File: config.mk
export PLATFORM = sky130hd
export DESIGN_NAME = cmtimer_pair
export DESIGN_NICKNAME = d
export VERILOG_FILES = /design/src/rtl/cmt_pkg.sv /design/src/rtl/cmt_byte_cnt.sv /design/src/rtl/cmt_out_ctl.sv /design/src/rtl/cmtimer_pair.sv
export SDC_FILE = /design/constraint.sdc
export NUM_CORES = 1
export LEC_CHECK = 0
export CAP_MARGIN = 20
export CORE_MARGIN = 3
export CORE_UTILIZATION = 46
export DETAILED_ROUTE_END_ITERATION = 10
export DONT_BUFFER_PORTS = 1
export RECOVER_POWER = 25
export SLEW_MARGIN = 20
export SYNTH_ARGS = -nofsm -noshare
export SYNTH_HDL_FRONTEND = slang
export SYNTH_SLANG_ARGS = --single-unit
File: constraint.sdc
create_clock -name clk -period 5.14 [get_ports clk]
set_clock_uncertainty 0.1 [all_clocks]
set_input_delay 0 -clock clk [delete_from_list [all_inputs] [get_ports clk]]
set_output_delay 0 -clock clk [all_outputs]
set_load 0.01 [all_outputs]
File: src/rtl/cmt_pkg.sv
package cmt_pkg;

  typedef enum logic [1:0] {
    ACT_NONE   = 2'd0,
    ACT_LOW    = 2'd1,
    ACT_HIGH   = 2'd2,
    ACT_TOGGLE = 2'd3
  } act_e;

  typedef enum logic [1:0] {
    CLR_NONE = 2'd0,
    CLR_CMA  = 2'd1,
    CLR_CMB  = 2'd2,
    CLR_EXT  = 2'd3
  } clr_e;

  typedef enum logic [2:0] {
    RA_CNT  = 3'd0,
    RA_CMPA = 3'd1,
    RA_CMPB = 3'd2,
    RA_CTRL = 3'd3,
    RA_ACT  = 3'd4
  } reg_e;

  localparam int CTRL_W = 5;
  localparam int ACT_W  = 4;

  // Numeric code order equals priority order, so the larger code wins.
  function automatic act_e act_pick(input logic ma, input logic mb,
                                    input act_e a, input act_e b);
    if (ma && mb) return (a > b) ? a : b;
    if (ma) return a;
    if (mb) return b;
    return ACT_NONE;
  endfunction

  function automatic logic pin_next(input logic cur, input act_e a);
    case (a)
      ACT_LOW:    return 1'b0;
      ACT_HIGH:   return 1'b1;
      ACT_TOGGLE: return ~cur;
      default:    return cur;
    endcase
  endfunction

endpackage

File: src/rtl/cmt_byte_cnt.sv
module cmt_byte_cnt #(
  parameter int W = 8
) (
  input  logic         clk,
  input  logic         rst_n,
  input  logic         en,
  input  logic         clr,
  input  logic         ld,
  input  logic [W-1:0] ld_val,
  input  logic         inc,
  output logic [W-1:0] cnt
);
  // Priority: frozen when disabled, then clear, then load, then step.
  always_ff @(posedge clk) begin
    if (!rst_n)    cnt <= '0;
    else if (en) begin
      if (clr)      cnt <= '0;
      else if (ld)  cnt <= ld_val;
      else if (inc) cnt <= cnt + 1'b1;
    end
  end
endmodule

File: src/rtl/cmt_out_ctl.sv
module cmt_out_ctl
  import cmt_pkg::*;
(
  input  logic clk,
  input  logic rst_n,
  input  logic ma,
  input  logic mb,
  input  act_e act_a,
  input  act_e act_b,
  input  logic wrap,
  output logic pin,
  output logic irq_a,
  output logic irq_b,
  output logic irq_ovf,
  output logic conv
);
  always_ff @(posedge clk) begin
    if (!rst_n) begin
      pin     <= 1'b0;
      irq_a   <= 1'b0;
      irq_b   <= 1'b0;
      irq_ovf <= 1'b0;
      conv    <= 1'b0;
    end else begin
      pin     <= pin_next(pin, act_pick(ma, mb, act_a, act_b));
      irq_a   <= ma;
      irq_b   <= mb;
      irq_ovf <= wrap;
      conv    <= ma;
    end
  end
endmodule

File: src/rtl/cmtimer_pair.sv
module cmtimer_pair
  import cmt_pkg::*;
#(
  parameter int W = 8
) (
  input  logic         clk,
  input  logic         rst_n,
  input  logic         wr_en,
  input  logic         wr_ch,
  input  logic [2:0]   wr_addr,
  input  logic [W-1:0] wr_data,
  input  logic         rd_ch,
  input  logic [2:0]   rd_addr,
  output logic [W-1:0] rd_data,
  input  logic [1:0]   cnt_stb,
  input  logic [1:0]   ext_rst,
  output logic [1:0]   tmr_out,
  output logic [1:0]   irq_cma,
  output logic [1:0]   irq_cmb,
  output logic [1:0]   irq_ovf,
  output logic [1:0]   conv_start
);
  localparam int NCH = 2;
  localparam logic [W-1:0] ALL1 = '1;

  logic [NCH-1:0][W-1:0]      cnt_q, cmpa_q, cmpb_q;
  logic [NCH-1:0][CTRL_W-1:0] ctrl_q;
  logic [NCH-1:0][ACT_W-1:0]  act_q;
  logic [NCH-1:0] ext_q, en_eff, wc, wa, wb, wt, wx, eqa, eqb, xclr;
  logic [NCH-1:0] tick, ma, mb, clr, inc, wrap;
  logic           casc;

  assign casc = ctrl_q[0][4];

  for (genvar g = 0; g < NCH; g++) begin : g_ch
    logic hit;
    clr_e sel;

    if (g == 0) begin : g_en0
      assign en_eff[g] = ctrl_q[0][0];
    end else begin : g_enx
      assign en_eff[g] = casc ? ctrl_q[0][0] : ctrl_q[g][0];
    end

    assign hit   = wr_en && (wr_ch == 1'(g));
    assign wc[g] = hit && (wr_addr == RA_CNT)  && en_eff[g];
    assign wa[g] = hit && (wr_addr == RA_CMPA) && en_eff[g];
    assign wb[g] = hit && (wr_addr == RA_CMPB) && en_eff[g];
    assign wx[g] = hit && (wr_addr == RA_ACT)  && en_eff[g];
    assign wt[g] = hit && (wr_addr == RA_CTRL);

    assign sel     = clr_e'(ctrl_q[g][2:1]);
    assign eqa[g]  = (cnt_q[g] == cmpa_q[g]);
    assign eqb[g]  = (cnt_q[g] == cmpb_q[g]);
    assign xclr[g] = (sel == CLR_EXT) &&
                     (ctrl_q[g][3] ? (ext_rst[g] && !ext_q[g]) : ext_rst[g]);

    always_ff @(posedge clk) begin
      if (!rst_n) begin
        ext_q[g]  <= 1'b0;
        cmpa_q[g] <= ALL1;
        cmpb_q[g] <= ALL1;
        ctrl_q[g] <= '0;
        act_q[g]  <= '0;
      end else begin
        ext_q[g] <= ext_rst[g];
        if (wa[g]) cmpa_q[g] <= wr_data;
        if (wb[g]) cmpb_q[g] <= wr_data;
        if (wt[g]) ctrl_q[g] <= wr_data[CTRL_W-1:0];
        if (wx[g]) act_q[g]  <= wr_data[ACT_W-1:0];
      end
    end

    cmt_byte_cnt #(.W(W)) u_cnt (
      .clk(clk), .rst_n(rst_n), .en(en_eff[g]), .clr(clr[g]),
      .ld(wc[g]), .ld_val(wr_data), .inc(inc[g]), .cnt(cnt_q[g])
    );

    cmt_out_ctl u_out (
      .clk(clk), .rst_n(rst_n), .ma(ma[g]), .mb(mb[g]),
      .act_a(act_e'(act_q[g][1:0])), .act_b(act_e'(act_q[g][3:2])),
      .wrap(wrap[g]), .pin(tmr_out[g]), .irq_a(irq_cma[g]),
      .irq_b(irq_cmb[g]), .irq_ovf(irq_ovf[g]), .conv(conv_start[g])
    );
  end

  // Event resolution: per channel, then overridden for the cascaded pair.
  always_comb begin
    for (int i = 0; i < NCH; i++) begin
      tick[i] = cnt_stb[i] && en_eff[i];
      ma[i]   = tick[i] && eqa[i] && !wa[i];
      mb[i]   = tick[i] && eqb[i] && !wb[i];
      clr[i]  = ((clr_e'(ctrl_q[i][2:1]) == CLR_CMA) && ma[i]) ||
                ((clr_e'(ctrl_q[i][2:1]) == CLR_CMB) && mb[i]) || xclr[i];
      inc[i]  = tick[i];
      wrap[i] = tick[i] && (cnt_q[i] == ALL1) && !wc[i] && !clr[i];
    end
    if (casc) begin
      tick[1] = 1'b0;
      ma[0]   = tick[0] && eqa[0] && eqa[1] && !wa[0] && !wa[1];
      mb[0]   = tick[0] && eqb[0] && eqb[1] && !wb[0] && !wb[1];
      ma[1]   = 1'b0;
      mb[1]   = 1'b0;
      clr[0]  = ((clr_e'(ctrl_q[0][2:1]) == CLR_CMA) && ma[0]) ||
                ((clr_e'(ctrl_q[0][2:1]) == CLR_CMB) && mb[0]) || xclr[0];
      clr[1]  = clr[0];
      inc[1]  = tick[0] && !wc[0] && !wc[1];
      inc[0]  = inc[1] && (cnt_q[1] == ALL1);
      wrap[0] = inc[0] && (cnt_q[0] == ALL1) && !clr[0];
      wrap[1] = 1'b0;
    end
  end

  always_comb begin
    case (rd_addr)
      RA_CNT:  rd_data = cnt_q[rd_ch];
      RA_CMPA: rd_data = cmpa_q[rd_ch];
      RA_CMPB: rd_data = cmpb_q[rd_ch];
      RA_CTRL: rd_data = W'(ctrl_q[rd_ch]);
      RA_ACT:  rd_data = W'(act_q[rd_ch]);
      default: rd_data = '0;
    endcase
  end
endmodule

==> results of run 1 <==
==> stage by stage <==
stage | util, % | hold slack (ns)
2_1_floorplan | - | 0.0217
3_3_place_gp | 47.2 | -0.0387
3_5_place_dp | 47.3 | -0.0385
4_1_cts | 51.9 | 0.00263
5_1_grt | 51.8 | 0.00579
6_report | 51.8 | -0.000336
==> critical path, cell delays in order, from the launching register on <==
cell and delay [ns]:
dfxtp_1 0.61, mux2i_4 0.18, nor3b_2 0.74, or3_1 0.46, o21ai_4 0.14, nor3_4 0.34, nand2_1 0.26, o22ai_1 0.24
==> layout make-up <==
type / instances / area (µm²)
clock inverters: 1 / 7.51
well taps: 133 / 166
diodes: 2 / 5.00
multi-input cells: 410 / 2900
fillers: 963 / 4780
flip-flops and latches: 76 / 1520
repair buffers: 31 / 297
inverters: 19 / 71.3
clock buffers: 14 / 163
==> power by group <==
group | total (mW) | leakage (nW) | switching, mW | internal [mW]
sequential | 0.593 | 0.614 | 0.00272 | 0.590
combinational | 0.0900 | 1.08 | 0.0532 | 0.0367
clock | 0.419 | 0.0828 | 0.219 | 0.200
==> repair_timing <==
item | CTS | global route
buffers inserted | 0 | 0
hold buffers | 28 | 0
endpoints found under the hold margin | 78 | 0
==> cells in the final DEF (no fill, tap or decap), types with 3 or more instances in the layout <==
cell type	synthesis	final
a211oi_1	7	7
a21oi_1	25	25
a41oi_1	6	6
and2_1	5	4
buf_4	11	3
clkbuf_1	32	4
clkbuf_8	0	11
dfxtp_1	76	76
dlygate4sd3_1	0	27
ha_1	8	8
inv_1	17	17
mux2i_1	65	65
nand2_1	68	68
nand2b_1	4	4
nand3_1	17	17
nand3b_1	4	4
nand4_1	9	9
nor2_1	41	41
nor2b_1	4	4
nor3_1	15	15
nor3b_1	3	3
nor4_1	8	8
o211ai_1	4	4
o21ai_0	18	18
o21ai_1	3	3
o221ai_1	3	3
o22ai_1	8	8
o2bb2ai_2	7	7
or3_1	4	4
xnor2_1	17	17
xor2_1	16	16
==> logic make-up after synthesis <==
family	after synthesis	share of synthesized area [%]
DFF	76	32.0
buffers and inverters	71	7.05
AOI/OAI and AO/OA	100	15.9
muxes	70	15.6
and+or+nand+nor	199	21.3
adders and majority gates	8	2.10
xor gates and xnor gates	33	6.08
==> how the worst max path moves through the flow <==
| stage | cells past startpoint | end | slack [ns] |
|---|---|---|---|
| 6_report | 7 | g_ch[0].u_cnt.cnt[3] | 1.98 |
| 4_1_cts | 7 | g_ch[0].u_cnt.cnt[3] | 2.04 |
| 2_1_floorplan | 9 | g_ch[1].u_cnt.cnt[1] | 2.78 |
| 3_5_place_dp | 7 | g_ch[0].u_cnt.cnt[3] | 2.06 |
| 3_3_place_gp | 7 | g_ch[0].u_cnt.cnt[2] | 2.14 |
| 5_1_grt | 7 | g_ch[0].u_cnt.cnt[3] | 1.76 |
==> registers in the layout, indices dropped and copies added (netlist names) <==
name                flops
cmpa_q                 16
cmpb_q                 16
g_ch.u_cnt.cnt         16
ctrl_q                  9
act_q                   8
ext_q                   2
g_ch.u_out.irq_a        2
g_ch.u_out.irq_b        2
g_ch.u_out.irq_ovf      2
g_ch.u_out.pin          2
casc                    1
==> layer usage <==
metal	share of wire, %	routed length (µm)	vias to the layer above
met5	0	0	-
met4	2.2	314	0
met3	7.7	1110	23
met2	44	6410	178
met1	46	6630	2033
li1	-	-	1952
==> results.txt, run 1 <==
Status -> complete, but fails checks
Failing checks -> hold timing, capacitance limit, slew limit
Synth top area share -> 32.0%
Sequential share of the synthesized area -> 32.0%
Via/cell ratio -> 6.10
CTS tree -> done
Setup TNS -> 0 ns
Global Route Usage Sum -> 25.7%
Fraction of registers with async set/reset -> 0%
Final-report max-slew violation count -> 42
Post-Place Cell Area -> 0.00469 mm²
Hold depth -> 1
Vias -> 4186
Synth-to-Final Area Change -> 7.87%
Final min period -> 3.16 ns
Mapped Cells -> 557
Grt met3 use -> 5.34%
Die H -> 108 µm
VDD IR max -> 0.0000993 V
GR Util met2 -> 39.0%
Final setup violation count -> 0
Most Crowded Layer GR -> met2
Clock-pin slew of the registers on the worst-case setup and hold paths -> 0.07 ns
Register-to-register setup slack -> 1.98 ns
Antenna-violating nets left -> 0
LEAKAGE -> 1.78 nW
FP Rows -> 36
Skew-Pair Late Insertion Delay -> 0.36 ns
Worst Hold Path EP -> rd_data[5]
Drt drc -> 0
Mapped Avg Cell Area -> 8.54 µm²
Vias in the first global route -> 3899
Final WL -> 14500 µm
Grt ovf -> 0
Htree depth -> 3
Synth cell types -> 69
Starting density of the core -> 48.0%
Die area -> 0.0116 mm²
Maximum clock rate -> 316 MHz
Worst EP required -> 5.33 ns
Placer congestion estimate -> 0.887
Area contributors post-synth -> dfxtp_1 32%, mux2i_1 14%, nand2_1 5.4%, nor2_1 3.2%, xnor2_1 3.1%
Total chip power -> 1.10 mW
Core area -> 0.00991 mm²
Yosys warning count -> 0
Max Root-Sink Buffers -> 2
Reg-to-Reg Start -> casc
Worst setup SP type -> register
Final Cell Area -> 0.00513 mm²
RSZ-0062 raised after global routing -> no
Clk root buf -> clkbuf_8
Class of the most critical setup path -> reg2reg
Hold Slack -> -0.000336 ns
Number of nets in the layout -> 578
DPL Wire Length -> 9930 µm
Placed cell count -> 641
DR pass1 iterations -> 5
Most frequent cell after synthesis -> dfxtp_1
Die W -> 108 µm
Max FO, Critical Path -> 11
Worst-Margin Slew -> 1.97 ns
First-pass GRT wire length -> 22500 µm
Register bit total from synthesis -> 76
Crit end category -> register
Post-synth EDFFs -> 0
Top post-synthesis cells by count -> 76 x dfxtp_1, 68 x nand2_1, 65 x mux2i_1
Largest net degree at the start of global routing -> 42
M1 GR Usage -> 35.4%
DR iter-0 viols -> 376
Worst setup margin -> 1.98 ns
Final worst-path cycle share -> 61.6%
Slew headroom -> -31.6%
Initial antenna violation count -> 2
Net Count, Synth -> 588
Number of buffers created by CTS -> 9
Finished Layout Cells -> 686
WL/cell -> 21.1 µm
Synth area leader -> dfxtp_1
Max cap viols -> 1
Arrival time worst endpoint -> 3.35 ns
Final hold violations -> 1
Worst Hold Class -> in2out
Fraction of layout cells with a size suffix above 1 -> 8.17%
IO Pins -> 41
Post-cts sizing count -> 0
Synth Flop Type -> dfxtp_1
PD cells -> 215 mW/mm²
Worst Hold Launch -> rd_ch
Mapped cell area -> 0.00476 mm²
Reg2Reg Depth -> 7
Critical R2R Capture -> g_ch[0].u_cnt.cnt[3]
Critical Path Source -> casc
Setup slack at placement -> 2.06 ns
Sink Count -> 76
Number of port buffers -> 0
(Power assumes the default switching activity.)
==> inputs of run 2 (changes only) <==
==> constraint.sdc (replaced) <==
create_clock -name clk -period 3 [get_ports clk]
set_clock_uncertainty 0.1 [all_clocks]
set_input_delay 0 -clock clk [delete_from_list [all_inputs] [get_ports clk]]
set_output_delay 0 -clock clk [all_outputs]
set_load 0.01 [all_outputs]
==> results.txt, run 2 (synthesis results as in run 1) <==
Post-cts sizing count -> 0 (unchanged)
Die H -> 108 µm (unchanged)
Maximum clock rate -> 384 MHz (was 316 MHz)
Sink Count -> 76 (unchanged)
Fill count -> 953 (was 963)
Setup slack at placement -> 0.462 ns (was 2.06 ns)
Arrival time worst endpoint -> 2.78 ns (was 3.35 ns)
Critical path buffers and inverters -> 0 (unchanged)
Crit end category -> register (unchanged)
Slew headroom -> 40.4% (was -31.6%)
Most common cell after layout, fill and taps aside -> dfxtp_1 (unchanged)
DPL Wire Length -> 9880 µm (was 9930 µm)
Layout Utilization -> 52.3% (was 51.8%)
Final worst-path cycle share -> 86.8% (was 61.6%)
Worst EP required -> 3.18 ns (was 5.33 ns)
VDD IR max -> 0.000288 V (was 0.0000993 V)
CP max stage delay -> 0.52 ns (was 0.74 ns)
First-pass GRT wire length -> 22200 µm (was 22500 µm)
Total chip power -> 1.88 mW (was 1.10 mW)
Final hold violations -> 1 (unchanged)
Worst-Margin Slew -> 0.892 ns (was 1.97 ns)
Synth-to-Final Area Change -> 8.97% (was 7.87%)
Fraction of layout cells with a size suffix above 1 -> 9.35% (was 8.17%)
Finished Layout Cells -> 692 (was 686)
Worst setup SP type -> register (unchanged)
Clock-pin slew of the registers on the worst-case setup and hold paths -> 0.07 ns (about the same)
Final-report max-slew violation count -> 0 (was 42)
Hold Slack -> -0.00146 ns (was -0.000336 ns)
Max cap viols -> 0 (was 1)
Max Root-Sink Buffers -> 2 (unchanged)
Number of nets in the layout -> 583 (was 578)
Setup TNS -> 0 ns (unchanged)
Failing checks -> hold timing (was hold timing, capacitance limit, slew limit)
Final WL -> 14200 µm (was 14500 µm)
Clk root buf -> clkbuf_8 (unchanged)
Initial antenna violation count -> 2 (unchanged)
FP Rows -> 36 (unchanged)
Placer congestion estimate -> 0.919 (was 0.887)
DR iter-0 viols -> 311 (was 376)
Register area -> 0.00152 mm² (unchanged)
PD cells -> 363 mW/mm² (was 215 mW/mm²)
IO Pins -> 41 (unchanged)
Largest net degree at the start of global routing -> 43 (was 42)
Slowest cell on the critical path -> dfxtp_1 (was nor3b_2)
Worst Hold Class -> in2out (unchanged)
Multi-input gate area -> 0.00290 mm² (unchanged)
Vias in the first global route -> 3898 (was 3899)
DR pass1 iterations -> 5 (unchanged)
Skew-Pair Late Insertion Delay -> 0.36 ns (about the same)
Final min period -> 2.60 ns (was 3.16 ns)
Global Route Usage Sum -> 25.2% (was 25.7%)
Commonest cells after routing, fill and taps aside -> 76 x dfxtp_1, 68 x nand2_1, 65 x mux2i_1 (unchanged)
Worst setup margin -> 0.397 ns (was 1.98 ns)
Vias -> 4142 (was 4186)
Placed cell count -> 647 (was 641)
Grt ovf -> 0 (unchanged)
Die area -> 0.0116 mm² (unchanged)
Final setup violation count -> 0 (unchanged)
Antenna-violating nets left -> 0 (unchanged)
CP Cell Sequence -> ha_1, nand3_1, or2_1, o311a_1, nor3_1, nand2_1, o22ai_1 (was mux2i_4, nor3b_2, or3_1, o21ai_4, nor3_4, nand2_1, o22ai_1)
Largest delay contributor family on the critical path -> simple AND/OR/NAND/NOR gates (unchanged)
Largest registers -> cmpa_q (16), cmpb_q (16), g_ch.u_cnt.cnt (16) (unchanged)
WL/cell -> 20.5 µm (was 21.1 µm)
Die W -> 108 µm (unchanged)
Drt drc -> 0 (unchanged)
LEAKAGE -> 1.85 nW (was 1.78 nW)
Core area -> 0.00991 mm² (unchanged)
RSZ-0062 raised after global routing -> no (unchanged)
Status -> complete, but fails checks (unchanged)
Number of buffers created by CTS -> 9 (unchanged)
Class of the most critical setup path -> reg2reg (unchanged)
Via/cell ratio -> 5.99 (was 6.10)
Max FO, Critical Path -> 7 (was 11)
CTS tree -> done (unchanged)
Htree depth -> 3 (unchanged)
Starting density of the core -> 48.0% (unchanged)
Post-CTS setup buffers -> 0 (unchanged)
Number of port buffers -> 0 (unchanged)
-- run 2: what timing repair did --
item | CTS | global route
hold endpoints to repair | 80 | 0
endpoints found under the setup margin | 0 | 0
hold buffers | 27 | 0
-- run 2: per-stage QoR --
stage / cell area (µm²) / hold WS [ns]
floorplan: 4760 / 0.0217
global placement: 4730 / -0.0394
detailed placement: 4730 / -0.0395
CTS: 5170 / 0.000156
global route: 5180 / 0.00958
finish: 5180 / -0.00146
-- run 2: final timing paths --
kind	startpoint	to	slack, ns	cells past startpoint
min	rd_ch	rd_data[6]	-0.001	1
max	g_ch[1].u_cnt.cnt[0]	g_ch[0].u_cnt.cnt[6]	0.40	7
min reg2reg	cmpb_q[4]	cmpb_q[4]	0.41	2
max reg2reg	g_ch[1].u_cnt.cnt[0]	g_ch[0].u_cnt.cnt[6]	0.40	7
-- run 2: routing by layer --
layer | GRT usage, % | wire length [µm]
met1 | 34.0 | 6280
met2 | 38.9 | 6370
met3 | 6.12 | 1180
met4 | 9.11 | 324
met5 | 0 | 0
-- run 2: cell type report --
class | instances | share of cell area, %
flip-flops and latches | 76 | 29.4
inverters | 19 | 1.38
repair buffers | 36 | 6.71
clock buffers | 13 | 3.07
diodes | 3 | 0.145
multi-input cells | 410 | 55.9
well taps | 133 | 3.21
clock inverters | 2 | 0.193
-- run 2: power by group --
group / internal (mW) / total [mW] / switching, mW
Clock: 0.339 / 0.710 / 0.370
Combinational: 0.0647 / 0.157 / 0.0922
Sequential: 1.01 / 1.02 / 0.00433
==> inputs of run 3 (changes only) <==
--- a/config.mk
+++ b/config.mk
@@ -10,7 +10,6 @@
 export CORE_UTILIZATION = 46
 export DETAILED_ROUTE_END_ITERATION = 10
 export DONT_BUFFER_PORTS = 1
-export RECOVER_POWER = 25
 export SLEW_MARGIN = 20
 export SYNTH_ARGS = -nofsm -noshare
 export SYNTH_HDL_FRONTEND = slang
==> results.txt, run 3 (synthesis results as in run 1) <==
Total chip power -> 1.89 mW (was 1.88 mW)
Most common cell after layout, fill and taps aside -> dfxtp_1 (unchanged)
DR iter-0 viols -> 331 (was 311)
Drt drc -> 0 (unchanged)
Slew headroom -> 41.3% (was 40.4%)
VDD IR max -> 0.000290 V (was 0.000288 V)
Vias -> 4162 (was 4142)
Hold Slack -> -0.00294 ns (was -0.00146 ns)
Setup slack at placement -> 0.462 ns (unchanged)
Final hold violations -> 1 (unchanged)
Max FO, Critical Path -> 7 (unchanged)
DR pass1 iterations -> 5 (unchanged)
Largest net degree at the start of global routing -> 43 (unchanged)
Hold depth -> 1 (unchanged)
Final setup violation count -> 0 (unchanged)
Reg2Reg Depth -> 8 (was 7)
Reg-to-Reg Start -> g_ch[1].u_cnt.cnt[0] (unchanged)
Final min period -> 2.60 ns (about the same)
WL/cell -> 20.4 µm (was 20.5 µm)
Setup TNS -> 0 ns (unchanged)
Finished Layout Cells -> 692 (unchanged)
Post-CTS setup buffers -> 0 (unchanged)
Status -> complete, but fails checks (unchanged)
Final worst-path cycle share -> 86.8% (about the same)
Global Route Usage Sum -> 25.2% (unchanged)
Clock-pin slew of the registers on the worst-case setup and hold paths -> 0.07 ns (about the same)
Hold bufs inserted after CTS -> 27 (unchanged)
Fill count -> 953 (unchanged)
Grt ovf -> 0 (unchanged)
Slowest cell on the critical path -> dfxtp_1 (unchanged)
First-pass GRT wire length -> 22200 µm (unchanged)
Commonest cells after routing, fill and taps aside -> 76 x dfxtp_1, 68 x nand2_1, 65 x mux2i_1 (unchanged)
Skew-Pair Late Insertion Delay -> 0.36 ns (about the same)
Number of nets in the layout -> 583 (unchanged)
Class of the most critical setup path -> reg2reg (unchanged)
CTS tree -> done (unchanged)
Maximum clock rate -> 384 MHz (about the same)
IO Pins -> 41 (unchanged)
Max Root-Sink Buffers -> 2 (unchanged)
DPL Wire Length -> 9880 µm (unchanged)
Worst Hold Path EP -> rd_data[6] (unchanged)
CP max stage delay -> 0.53 ns (was 0.52 ns)
RSZ-0062 raised after global routing -> no (unchanged)
Largest registers -> cmpa_q (16), cmpb_q (16), g_ch.u_cnt.cnt (16) (unchanged)
Placed cell count -> 647 (unchanged)
Worst setup margin -> 0.397 ns (about the same)
Final WL -> 14100 µm (was 14200 µm)
Die H -> 108 µm (unchanged)
CP Cell Sequence -> ha_1, nand3_1, or2_1, o311a_1, nor3_1, buf_4, a41oi_1, o22ai_1 (was ha_1, nand3_1, or2_1, o311a_1, nor3_1, nand2_1, o22ai_1)
Post-cts sizing count -> 0 (unchanged)
Worst Hold Class -> in2out (unchanged)
Clk root buf -> clkbuf_8 (unchanged)
PD cells -> 364 mW/mm² (was 363 mW/mm²)
Final Cell Area -> 0.00518 mm² (unchanged)
Initial antenna violation count -> 2 (unchanged)
Max cap viols -> 0 (unchanged)
Number of port buffers -> 0 (unchanged)
Fraction of layout cells with a size suffix above 1 -> 9.53% (was 9.35%)
Worst Hold Launch -> rd_ch (unchanged)
Layout Utilization -> 52.3% (unchanged)
Critical R2R Capture -> g_ch[0].u_cnt.cnt[2] (was g_ch[0].u_cnt.cnt[6])
FP Rows -> 36 (unchanged)
Arrival time worst endpoint -> 2.79 ns (was 2.78 ns)
Failing checks -> hold timing (unchanged)
Final-report max-slew violation count -> 0 (unchanged)
Crit end category -> register (unchanged)
Core area -> 0.00991 mm² (unchanged)
Number of buffers created by CTS -> 9 (unchanged)
Post-Place Cell Area -> 0.00473 mm² (unchanged)
Worst EP required -> 3.19 ns (was 3.18 ns)
Worst setup SP type -> register (unchanged)
Die W -> 108 µm (unchanged)
Sink Count -> 76 (unchanged)
Htree depth -> 3 (unchanged)
Antenna-violating nets left -> 0 (unchanged)
Via/cell ratio -> 6.01 (was 5.99)
Register-to-register setup slack -> 0.40 ns (about the same)
Placer congestion estimate -> 0.919 (unchanged)
Synth-to-Final Area Change -> 8.97% (unchanged)
Die area -> 0.0116 mm² (unchanged)
Starting density of the core -> 48.0% (unchanged)
LEAKAGE -> 1.84 nW (was 1.85 nW)
Worst-Margin Slew -> 0.879 ns (was 0.892 ns)
Vias in the first global route -> 3898 (unchanged)
[run 3: cell counts in the layout (fill, tap and decap cells not counted)]
No cell type changed its count.
[run 3: worst max-delay path, delay by kind of cell (launching register included)]
kind / cells / cell delay (ns)
DFF: 1 / 0.53
AOI/OAI and AO/OA: 3 / 0.69
adders and majority gates: 1 / 0.27
and+or+nand+nor: 3 / 0.74
buffers and inverters: 1 / 0.20
[run 3: routing by layer]
metal / vias up / wire (µm) / track usage (%)
li1: 1960 / - / -
met1: 2013 / 6240 / 34.0
met2: 170 / 6390 / 38.9
met3: 19 / 1160 / 6.12
met4: 0 / 303 / 9.11
met5: - / 0 / 0
[run 3: layout make-up]
cell class / instances / area, µm² / share of cell area (%)
well taps: 133 / 166 / 3.21
flip-flops and latches: 76 / 1520 / 29.4
clock buffers: 13 / 159 / 3.07
inverters: 19 / 71.3 / 1.38
clock inverters: 2 / 10.0 / 0.193
repair buffers: 36 / 348 / 6.71
diodes: 3 / 7.51 / 0.145
multi-input cells: 410 / 2900 / 55.9
[run 3: where the power goes]
| part | internal, mW | switching (mW) |
|---|---|---|
| logic | 0.0647 | 0.0914 |
| registers | 1.01 | 0.00434 |
| clock network | 0.339 | 0.375 |
[run 3: worst max-delay path by stage]
stage | start | endpoint | slack (ns) | depth (start not counted)
finish | g_ch[1].u_cnt.cnt[0] | g_ch[0].u_cnt.cnt[2] | 0.40 | 8
global route | g_ch[1].u_cnt.cnt[0] | g_ch[0].u_cnt.cnt[3] | 0.24 | 8
CTS | g_ch[1].u_cnt.cnt[0] | g_ch[0].u_cnt.cnt[6] | 0.42 | 8
detailed placement | g_ch[1].u_cnt.cnt[0] | g_ch[0].u_cnt.cnt[6] | 0.46 | 7
global placement | g_ch[1].u_cnt.cnt[0] | g_ch[0].u_cnt.cnt[6] | 0.46 | 8
floorplan | casc | g_ch[1].u_cnt.cnt[1] | 0.64 | 9
